## src/rtl/hbgt_pkg.sv

```systemverilog
package hbgt_pkg;

    typedef enum logic [1:0] {
        PH_IDLE   = 2'd0,
        PH_ACTIVE = 2'd1,
        PH_DEAD   = 2'd2
    } phase_e;

    localparam logic SIDE_LO = 1'b0;
    localparam logic SIDE_HI = 1'b1;

endpackage

```

## src/rtl/hbgt_floor1.sv

```systemverilog
// Maps a programmed length of zero to a length of one clock.
module hbgt_floor1 #(
    parameter int W = 16
) (
    input  logic [W-1:0] raw_i,
    output logic [W-1:0] eff_o
);
    always_comb begin
        eff_o = raw_i;
        if (raw_i == '0) begin
            eff_o = W'(1);
        end
    end
endmodule

```

## src/rtl/hbgt_seq.sv

```systemverilog
// Phase sequencer: conduction interval, then dead band, with a side toggle.
module hbgt_seq
    import hbgt_pkg::*;
#(
    parameter int CNT_W = 16
) (
    input  logic             clk,
    input  logic             rst,
    input  logic             en_i,
    input  logic [CNT_W-1:0] cond_i,
    input  logic [CNT_W-1:0] dead_i,
    output phase_e           phase_o,
    output logic             side_o,
    output logic             start_o,
    output logic             lo_end_o
);
    typedef struct packed {
        phase_e           ph;
        logic             side;
        logic [CNT_W-1:0] cnt;
        logic [CNT_W-1:0] dl;
    } seq_t;

    seq_t seq_d, seq_q;
    logic start_d, lo_end_d;

    always_comb begin
        seq_d    = seq_q;
        start_d  = 1'b0;
        lo_end_d = 1'b0;
        if (!en_i) begin
            seq_d.ph   = PH_IDLE;
            seq_d.side = SIDE_LO;
            seq_d.cnt  = '0;
        end else begin
            unique case (seq_q.ph)
                PH_IDLE: begin
                    seq_d.ph   = PH_ACTIVE;
                    seq_d.side = SIDE_LO;
                    seq_d.cnt  = cond_i - CNT_W'(1);
                    seq_d.dl   = dead_i;
                    start_d    = 1'b1;
                end
                PH_ACTIVE: begin
                    if (seq_q.cnt == '0) begin
                        seq_d.ph  = PH_DEAD;
                        seq_d.cnt = seq_q.dl - CNT_W'(1);
                        lo_end_d  = (seq_q.side == SIDE_LO);
                    end else begin
                        seq_d.cnt = seq_q.cnt - CNT_W'(1);
                    end
                end
                PH_DEAD: begin
                    if (seq_q.cnt == '0) begin
                        seq_d.ph   = PH_ACTIVE;
                        seq_d.side = ~seq_q.side;
                        seq_d.cnt  = cond_i - CNT_W'(1);
                        seq_d.dl   = dead_i;
                        start_d    = 1'b1;
                    end else begin
                        seq_d.cnt = seq_q.cnt - CNT_W'(1);
                    end
                end
                default: begin
                    seq_d.ph   = PH_IDLE;
                    seq_d.side = SIDE_LO;
                    seq_d.cnt  = '0;
                end
            endcase
        end
    end

    always_ff @(posedge clk) begin
        if (rst) begin
            seq_q.ph   <= PH_IDLE;
            seq_q.side <= SIDE_LO;
            seq_q.cnt  <= '0;
            seq_q.dl   <= CNT_W'(1);
        end else begin
            seq_q <= seq_d;
        end
    end

    assign phase_o  = seq_q.ph;
    assign side_o   = seq_q.side;
    assign start_o  = start_d;
    assign lo_end_o = lo_end_d;
endmodule

```

## src/rtl/hbgt_drive.sv

```systemverilog
// Gate decode from registered phase and side, plus registered strobes.
module hbgt_drive
    import hbgt_pkg::*;
(
    input  logic   clk,
    input  logic   rst,
    input  phase_e phase_i,
    input  logic   side_i,
    input  logic   start_i,
    input  logic   lo_end_i,
    output logic   lo_o,
    output logic   hi_o,
    output logic   lo_off_o,
    output logic   period_o
);
    typedef struct packed {
        logic lo_off;
        logic period;
    } stb_t;

    stb_t stb_d, stb_q;

    always_comb begin
        stb_d.lo_off = lo_end_i;
        stb_d.period = start_i;
    end

    always_ff @(posedge clk) begin
        if (rst) begin
            stb_q <= '0;
        end else begin
            stb_q <= stb_d;
        end
    end

    assign lo_o     = (phase_i == PH_ACTIVE) && (side_i == SIDE_LO);
    assign hi_o     = (phase_i == PH_ACTIVE) && (side_i == SIDE_HI);
    assign lo_off_o = stb_q.lo_off;
    assign period_o = stb_q.period;
endmodule

```

## src/rtl/hbgt_top.sv

```systemverilog
module hbgt_top
    import hbgt_pkg::*;
#(
    parameter int CNT_W = 16
) (
    input  logic             clk,
    input  logic             rst,
    input  logic             enable,
    input  logic [CNT_W-1:0] cond_len,
    input  logic [CNT_W-1:0] dead_len,
    output logic             gate_lo,
    output logic             gate_hi,
    output logic             lo_off_stb,
    output logic             period_stb
);
    localparam int N_LEN = 2;

    logic [CNT_W-1:0] len_raw [N_LEN];
    logic [CNT_W-1:0] len_eff [N_LEN];

    assign len_raw[0] = cond_len;
    assign len_raw[1] = dead_len;

    for (genvar g = 0; g < N_LEN; g++) begin : g_floor
        hbgt_floor1 #(.W(CNT_W)) u_floor (
            .raw_i (len_raw[g]),
            .eff_o (len_eff[g])
        );
    end

    phase_e phase;
    logic   side, start, lo_end;

    hbgt_seq #(.CNT_W(CNT_W)) u_seq (
        .clk      (clk),
        .rst      (rst),
        .en_i     (enable),
        .cond_i   (len_eff[0]),
        .dead_i   (len_eff[1]),
        .phase_o  (phase),
        .side_o   (side),
        .start_o  (start),
        .lo_end_o (lo_end)
    );

    hbgt_drive u_drive (
        .clk      (clk),
        .rst      (rst),
        .phase_i  (phase),
        .side_i   (side),
        .start_i  (start),
        .lo_end_i (lo_end),
        .lo_o     (gate_lo),
        .hi_o     (gate_hi),
        .lo_off_o (lo_off_stb),
        .period_o (period_stb)
    );
endmodule

```

## config.mk

```make
export PLATFORM = sky130hd
export DESIGN_NAME = hbgt_top
export DESIGN_NICKNAME = d
export VERILOG_FILES = /design/src/rtl/hbgt_pkg.sv /design/src/rtl/hbgt_floor1.sv /design/src/rtl/hbgt_seq.sv /design/src/rtl/hbgt_drive.sv /design/src/rtl/hbgt_top.sv
export SDC_FILE = /design/constraint.sdc
export NUM_CORES = 1
export LEC_CHECK = 0
export BUFFER_PORTS_ARGS = -buffer_cell sky130_fd_sc_hd__buf_2
export CAP_MARGIN = 20
export CORE_MARGIN = 1
export CORE_UTILIZATION = 30
export CTS_CLUSTER_DIAMETER = 60
export DETAILED_ROUTE_END_ITERATION = 8
export HOLD_SLACK_MARGIN = 0.05
export PLACE_DENSITY_LB_ADDON = 0.12
export SKIP_CTS_REPAIR_TIMING = 1
export SLEW_MARGIN = 10
export SYNTH_ARGS = -nofsm -noshare
export SYNTH_HDL_FRONTEND = slang
export SYNTH_HIERARCHICAL = 1
export SYNTH_SLANG_ARGS = --single-unit
```

## constraint.sdc

```tcl
create_clock -name clk -period 3.4 [get_ports clk]
set_input_delay 0.68 -clock clk [delete_from_list [all_inputs] [get_ports clk]]
set_output_delay 0.68 -clock clk [all_outputs]
set_load 0.005 [all_outputs]
```

==> impl_metrics.csv, run 1 <==
group,metric,value,unit
logic_synthesis,synthCells,378,
floorplan,rows,34,
global_route,gr-usage-met2,0.3077,
worst_hold_path,hold_path.class,"reg2reg",
critical_path,cpMaxStageDelayCell,"sky130_fd_sc_hd__nor3_1",
routing,drt_wl_total,8136,um
clocking,cts_tree,"yes",
final_layout,final_net_count,421,
clocking,cts_buffer_depth,2,
sta,final_slew_violations,0,
critical_path,critical-path-max-stage-delay,0.53,ns
sta,tightestPinTransition,0.6563,ns
global_route,grt_start_max_net_pins,22,
power_and_ir_drop,netSwitchingFraction,0.3695,
logic_synthesis,seq_total_area_yosys,0.2721,
final_layout,drive_gt1_frac,0.1693,
power_and_ir_drop,seqPwrFrac,0.410,
routing,dr_total_vias,2654,
logic_synthesis,syn_area_per_cell,7.203,um2
routing,detail_route.first_pass.iterations,4,
final_layout,most-common-layout-cells,"sky130_fd_sc_hd__nand2_1 (58), sky130_fd_sc_hd__buf_2 (38), sky130_fd_sc_hd__dfxtp_1 (37)",
sta,finalSetupViolCount,0,
logic_synthesis,total_standard_cell_area_after_synthesis,2723,um2
critical_path,worst-r2r-cell-count,7,
critical_path,regToRegSetupSlack,0.94,ns
routing,route.detailed.wl_per_inst,16.54,um
job,drv.max_cap_violation_count,0,
critical_path,worstPathMaxFanout,6,
floorplan,die-width,97.27,um
global_route,global_route.usage.met1,0.2453,
logic_synthesis,asyncSetResetFlopFracSynth,0,
clocking,cts_inserted_buffers,5,
critical_path,setup.worst_path.end_class,"register",
sta,fin_setup_tns,0,ns
clocking,cts.sink_count,37,
placement,detailed_place_hpwl,6397,um
global_route,gr-max-usage-layer,"met2",
critical_path,timing.critical_path.arrival,2.66,ns
global_route,grt_use_total,0.1822,
logic_synthesis,synth-edff-count,0,
critical_path,required,3.57,ns
sta,fin_skew,0.007845,ns
power_and_ir_drop,power.share.clock,0.260,
final_layout,multi_input_area,1748,um2
power_and_ir_drop,leakage_power,1.161,nW
logic_synthesis,syn-num-nets,416,
sta,slew_headroom,0.5616,
clocking,worst_setup_hold_path_clk_slew,0.08,ns
final_layout,layout-area-overhead-vs-synth,9.191,%
critical_path,critPathKind,"in2reg",
routing,route.detailed.vias_per_inst,5.394,
sta,fmaxAchievable,0.4014,GHz
sta,layout_worst_path_cycle_share,0.7327,
power_and_ir_drop,power.ir.vdd_worst,0.0001512,V
clocking,worst_skew_pair_latency,0.29,ns
floorplan,die-height,97.27,um
clocking,ctsHtreeMaxLevel,2,
routing,dr.first_iter.drc_count,131,
final_layout,filler_cell_count,985,
global_route,global_route_wire_length_before_repair,13690,um
power_and_ir_drop,p_per_area,405.4,nW/um2
global_route,global_route.usage.met3,0.02878,
floorplan,floorplan.initialDensity,0.3107,
logic_synthesis,synth.lib_cells_used.distinct,55,
logic_synthesis,synth_ff_type,"sky130_fd_sc_hd__dfxtp_1",
final_layout,mostFrequentLayoutCell,"sky130_fd_sc_hd__nand2_1",
run_status,status,"finished, final reports clean",
critical_path,startpoint_type,"input pin",
power_and_ir_drop,power_total,1.205,mW
global_route,grt_remaining_overflow,0,
logic_synthesis,synthesis.yosys.warnings,6,
critical_path,worst_setup_path_startpoint,"cond_len[7]",
power_and_ir_drop,power_report.internal_total,759.9,uW
final_layout,num_antenna_cells,0,
sta,report.final.hold_viol_count,0,
sta,setup_repair_after_global_routing_missed_its_margin,"false",
critical_path,capture_point_of_the_worst_reg_to_reg_path,"u_seq/seq_q[1]",
critical_path,timing.rr.start,"u_seq/seq_q[24]",
final_layout,regArea,740.7,um2
floorplan,io_pins,39,
sta,final_critical_path_time_including_i_o_delays_and_setup,2.491,ns
floorplan,fp.dieArea,9460,um2
logic_synthesis,yosys_register_bits,37,
global_route,grt_antenna_before_repair,0,
clocking,cts-root-buf,"sky130_fd_sc_hd__clkbuf_8",
routing,ant_nets,0,
placement,number_of_buffer_cells_added_on_primary_ports,38,
global_route,via_count_of_the_first_global_routing_pass,2591,
floorplan,coreArea,8763,um2
power_and_ir_drop,power_switching,445.4,uW
power_and_ir_drop,relative_contribution_of_combinational_cells_to_total_power,0.330,
routing,drc_errors,0,
critical_path,endpoint,"u_seq/seq_q[27]",
critical_path,cp_cell_sequence,"buf_2, nor4_1, a41o_1, nor3_1, nand2b_4, or4b_4, xnor2_1, a21oi_1, o22ai_1",
placement,routabilityCongestion,0.8418,
==> synth_stat cells (all sizes together), types with 2 or more instances <==
cell    count  area share
a211oi      5       0.014
o311ai      2      0.0064
nor2b       3      0.0069
nand2      59       0.082
and3        5       0.011
clkbuf     39       0.057
a41o        3       0.011
inv         8       0.011
or4         8       0.022
nand3b      3      0.0083
nor3b       2      0.0074
a22oi       2      0.0055
xnor2      20       0.064
a221o       2      0.0074
mux2i       3       0.011
nor4       19       0.046
nor2       32       0.046
buf         6       0.016
dfxtp      37        0.27
nand4       3      0.0069
or2         2      0.0046
a21oi      28       0.051
a31oi       3      0.0069
o21ai      11       0.024
o22ai       5       0.011
nand2b      4       0.012
xor2       17       0.055
nand3       7       0.017
o31ai       3      0.0083
nor3       21       0.039
ha          3       0.014
or4b        2      0.0087
==> worst min-delay path by stage <==
stage | start | endpoint | slack, ns | cells past startpoint
after floorplan | u_seq/seq_q[8] | u_seq/seq_q[8] | 0.44 | 2
after global placement | u_seq/seq_q[8] | u_seq/seq_q[8] | 0.46 | 2
after detailed placement | u_seq/seq_q[8] | u_seq/seq_q[8] | 0.47 | 2
after CTS | u_seq/seq_q[8] | u_seq/seq_q[8] | 0.48 | 2
after global routing | u_seq/seq_q[8] | u_seq/seq_q[8] | 0.50 | 2
final | u_seq/seq_q[8] | u_seq/seq_q[8] | 0.48 | 2
==> metal layers <==
layer | vias to the layer above | share of wire | routed length, um
met5 | - | 0 | 0
met4 | 0 | 0.0068 | 55
met3 | 4 | 0.055 | 451
met2 | 70 | 0.48 | 3906
met1 | 1247 | 0.46 | 3723
li1 | 1333 | - | -
==> layout make-up <==
type | instances | area share
multi-input combinational | 287 | 0.5880
sequential | 37 | 0.2492
timing repair buffer | 43 | 0.07660
tap | 108 | 0.04545
clock buffer | 6 | 0.02441
inverter | 9 | 0.01136
clock inverter | 2 | 0.005051
==> registers in the layout, indices dropped and copies added (netlist names) <==
| register | cells |
|---|---|
| u_seq/seq_q | 32 |
| u_seq/phase_o | 2 |
| u_drive/lo_off_o | 1 |
| u_drive/period_o | 1 |
| u_seq/side_o | 1 |
==> power groups by stage <==
stage / sequential (mW) / clock, mW / combinational [mW]
floorplan: 0.495 / 0 / 0.295
CTS: 0.494 / 0.322 / 0.396
finish: 0.494 / 0.313 / 0.398
detailed placement: 0.504 / 0 / 0.393
global placement: 0.504 / 0 / 0.395
global route: 0.499 / 0.348 / 0.444
==> critical path, delay by kind of cell <==
family	cells	cell delay, ns
buf+inv	1	0.14
xor+xnor	1	0.14
simple gates	4	1.22
compound gates	3	0.47
==> stage by stage <==
| step | hold WS [ns] | std cells | setup WS, ns | util | cell area [um2] |
|---|---|---|---|---|---|
| floorplan | 0.4444 | 378 | 0.8285 | - | 2723 |
| global placement | 0.4634 | 484 | 0.6328 | 0.3292 | 2885 |
| detailed placement | 0.4675 | 484 | 0.6075 | 0.3292 | 2885 |
| CTS | 0.4782 | 492 | 0.9032 | 0.3392 | 2973 |
| global route | 0.5032 | 492 | 0.6434 | 0.3392 | 2973 |
| finish | 0.4786 | 492 | 0.9087 | 0.3392 | 2973 |
==> logic make-up after synthesis <==
logic type,Yosys count,synth area share
multiplexers,4,0.01517
XOR/XNOR,37,0.1190
buffers and inverters,54,0.08594
adder cells (fa/ha/maj),3,0.01379
flip-flops,37,0.2721
AND/OR/NAND/NOR,171,0.3208
AO/OA/AOI/OAI,72,0.1733
No activity file was read; power rests on OpenSTA's default activity.
==> inputs of run 2 (changes only) <==
--- a/config.mk
+++ b/config.mk
@@ -5,6 +5,7 @@
 export SDC_FILE = /design/constraint.sdc
 export NUM_CORES = 1
 export LEC_CHECK = 0
+export ABC_AREA = 1
 export BUFFER_PORTS_ARGS = -buffer_cell sky130_fd_sc_hd__buf_2
 export CAP_MARGIN = 20
 export CORE_MARGIN = 1
==> constraint.sdc (replaced) <==
create_clock -name clk -period 2.3 [get_ports clk]
set_input_delay 0.46 -clock clk [delete_from_list [all_inputs] [get_ports clk]]
set_output_delay 0.46 -clock clk [all_outputs]
set_load 0.005 [all_outputs]
==> run 2 against run 1 <==
Effect of this change: clock skew decreased by 0.00081 ns; sequential share of layout area is 4.2 points lower; hold slack worse by 0.13 ns; non-clock buffer count up 7; synthesized cell count increased by 52%; flip-flop and latch count unchanged; highest routed layer unchanged; setup slack lost 0.64 ns; core utilization is 0.71 points higher; die area is 17% higher; clock power up 83%; sequential power is 48% higher; total power increased by 70%; critical endpoint is now u_seq/seq_q[28].
==> impl_metrics.csv, run 2 <==
group,metric,value,unit
routing,route.detailed.vias_per_inst,4.613,
logic_synthesis,synth_top_cells_by_area,"sky130_fd_sc_hd__dfxtp_1 (23%), sky130_fd_sc_hd__nand2_1 (18%), sky130_fd_sc_hd__nor2_1 (14%)",
logic_synthesis,synthCells,573,
floorplan,die-width,105.2,um
logic_synthesis,asyncSetResetFlopFracSynth,0,
critical_path,critPathKind,"reg2reg",
sta,fmaxAchievable,0.4920,GHz
final_layout,number_of_flip_flops_in_the_largest_register,32,
placement,postPlaceCellArea,3472,um2
clocking,cts_tree,"yes",
sta,tightestPinTransition,0.5112,ns
critical_path,worstPathMaxFanout,7,
clocking,cts.sink_count,37,
logic_synthesis,seq_total_area_yosys,0.2319,
final_layout,final_net_count,629,
sta,setup_repair_after_global_routing_missed_its_margin,"false",
placement,routabilityCongestion,0.8228,
global_route,global_route_wire_length_before_repair,15490,um
sta,fin_skew,0.007031,ns
clocking,cts_inserted_buffers,5,
global_route,grt_start_max_net_pins,17,
logic_synthesis,yosys.area.top_type_share,0.2319,
logic_synthesis,ranking_of_synthesized_cells_by_instance_count,"sky130_fd_sc_hd__nand2_1 (154), sky130_fd_sc_hd__nor2_1 (115), sky130_fd_sc_hd__inv_1 (68), sky130_fd_sc_hd__nand3_1 (62), sky130_fd_sc_hd__dfxtp_1 (37)",
logic_synthesis,synth_ff_type,"sky130_fd_sc_hd__dfxtp_1",
placement,pre_cts_ws,0.04171,ns
logic_synthesis,synth.lib_cells_used.distinct,36,
global_route,grt_remaining_overflow,0,
job,drv.max_cap_violation_count,0,
logic_synthesis,yosys_register_bits,37,
critical_path,setup.worst_path.end_class,"register",
global_route,grt_use_total,0.1800,
routing,detail_route.first_pass.iterations,4,
floorplan,floorplan.initialDensity,0.3094,
logic_synthesis,total_standard_cell_area_after_synthesis,3194,um2
sta,final_slew_violations,0,
sta,report.final.hold_viol_count,0,
logic_synthesis,synthesis.yosys.warnings,6,
final_layout,mostFrequentLayoutCell,"sky130_fd_sc_hd__nand2_1",
power_and_ir_drop,power.ir.vdd_worst,0.0004111,V
routing,drt_wl_total,9169,um
sta,slew_headroom,0.6579,
final_layout,largest_register,"u_seq/seq_q",
critical_path,required,2.51,ns
floorplan,coreArea,10320,um2
routing,route.detailed.wl_per_inst,12.61,um
routing,dr.first_iter.drc_count,132,
critical_path,startpoint_type,"register",
routing,drc_errors,0,
clocking,cts-root-buf,"sky130_fd_sc_hd__clkbuf_8",
clocking,worst_setup_hold_path_clk_slew,0.08,ns
routing,dr_total_vias,3354,
clocking,ctsHtreeMaxLevel,2,
logic_synthesis,syn_area_per_cell,5.575,um2
final_layout,num_antenna_cells,0,
logic_synthesis,syn-num-nets,611,
sta,fin_ws,0.2673,ns
run_status,status,"finished, final reports clean",
logic_synthesis,netlist.top_cell.by_area,"sky130_fd_sc_hd__dfxtp_1",
clocking,cts_buffer_depth,2,
global_route,via_count_of_the_first_global_routing_pass,3205,
floorplan,fp.dieArea,11060,um2
floorplan,io_pins,39,
routing,ant_nets,0,
placement,detailed_place_hpwl,7349,um
logic_synthesis,synth-edff-count,0,
placement,number_of_buffer_cells_added_on_primary_ports,38,
floorplan,rows,37,
final_layout,most-common-layout-cells,"sky130_fd_sc_hd__nand2_1 (154), sky130_fd_sc_hd__nor2_1 (115), sky130_fd_sc_hd__inv_1 (68)",
critical_path,timing.critical_path.arrival,2.24,ns
final_layout,filler_cell_count,1177,
final_layout,layout-area-overhead-vs-synth,11.95,%
sta,fin_setup_tns,0,ns
sta,final_critical_path_time_including_i_o_delays_and_setup,2.033,ns
final_layout,drive_gt1_frac,0.1455,
floorplan,die-height,105.2,um
clocking,worst_skew_pair_latency,0.31,ns
power_and_ir_drop,leakage_power,1.787,nW
final_layout,utilization,0.3464,
logic_synthesis,leading_cell_type_by_number_of_instances_after_synthesis,"sky130_fd_sc_hd__nand2_1",
final_layout,final_design_area_no_fill,3576,um2
global_route,grt_antenna_before_repair,0,
power_and_ir_drop,p_per_area,573.6,nW/um2
worst_hold_path,hold_path.class,"in2reg",
sta,layout_worst_path_cycle_share,0.8838,
sta,finalSetupViolCount,0,
==> run 2: cell types whose count changed after synthesis, sizes merged, moves of 8 or more <==
cell   change
nor2     +101
nand2     +98
inv       +63
nand3     +57
a21oi     -22
nor3      -21
nor4      -18
o21ai     +14
xnor2     -12
xor2       -9
or4        -8
==> run 2: kinds of logic after synthesis <==
kind of cell | count (synthesis) | synth area share
buffers and inverters | 111 | 0.1394
and+or+nand+nor | 366 | 0.5033
DFF | 37 | 0.2319
adders and majority gates | 3 | 0.01175
AOI/OAI and AO/OA | 40 | 0.06973
xor gates and xnor gates | 16 | 0.04387
==> run 2: report_power, final <==
| part | switching [mW] | internal [mW] |
|---|---|---|
| clock network | 0.258 | 0.316 |
| registers | 0.0463 | 0.686 |
| logic | 0.481 | 0.263 |
==> run 2: final cells by class <==
type	instances	area [um2]	area share
multi-input cells	425	2008	0.5616
well taps	136	170.2	0.04759
repair buffers	50	280.3	0.07838
flip-flops and latches	37	740.7	0.2071
clock inverters	2	35.03	0.009797
clock buffers	5	68.82	0.01924
inverters	72	272.8	0.07628
==> run 2: worst max-delay path: stages, from the launching register on <==
cell and delay, ns:
sky130_fd_sc_hd__dfxtp_1 0.33, sky130_fd_sc_hd__inv_1 0.08, sky130_fd_sc_hd__ha_1 0.23, sky130_fd_sc_hd__nand3_2 0.17, sky130_fd_sc_hd__nor2_4 0.18, sky130_fd_sc_hd__nand3_1 0.11, sky130_fd_sc_hd__nor2_2 0.34, sky130_fd_sc_hd__nand3_1 0.23
sky130_fd_sc_hd__nand2_1 0.11, sky130_fd_sc_hd__nand3_1 0.08, sky130_fd_sc_hd__nand2_1 0.06, sky130_fd_sc_hd__inv_1 0.03
==> run 2: final timing paths <==
| kind | startpoint | to | slack, ns | depth (start not counted) |
|---|---|---|---|---|
| max reg2reg | u_seq/seq_q[16] | u_seq/seq_q[28] | 0.27 | 11 |
| min reg2reg | u_seq/phase_o[1] | u_seq/phase_o[1] | 0.53 | 1 |
| min | rst | u_drive/period_o | 0.35 | 2 |
| max | u_seq/seq_q[16] | u_seq/seq_q[28] | 0.27 | 11 |
==> run 2: through the flow <==
step | power [mW] | cells | hold slack [ns]
after floorplan | 1.277 | 573 | 0.4770
after global routing | 2.209 | 727 | 0.3424
after CTS | 2.076 | 727 | 0.3401
after global placement | 1.491 | 720 | 0.5080
after detailed placement | 1.491 | 720 | 0.5132
final | 2.051 | 727 | 0.3521
==> run 2: metal layers <==
| metal | global-route usage | wire length (um) | part of all wire | vias to the layer above |
|---|---|---|---|---|
| met3 | 0.02994 | 257 | 0.028 | 12 |
| met2 | 0.3031 | 4255 | 0.46 | 57 |
| li1 | - | - | - | 1791 |
| met5 | 0 | 0 | 0 | - |
| met4 | 0.06237 | 180 | 0.020 | 0 |
| met1 | 0.2306 | 4475 | 0.49 | 1494 |
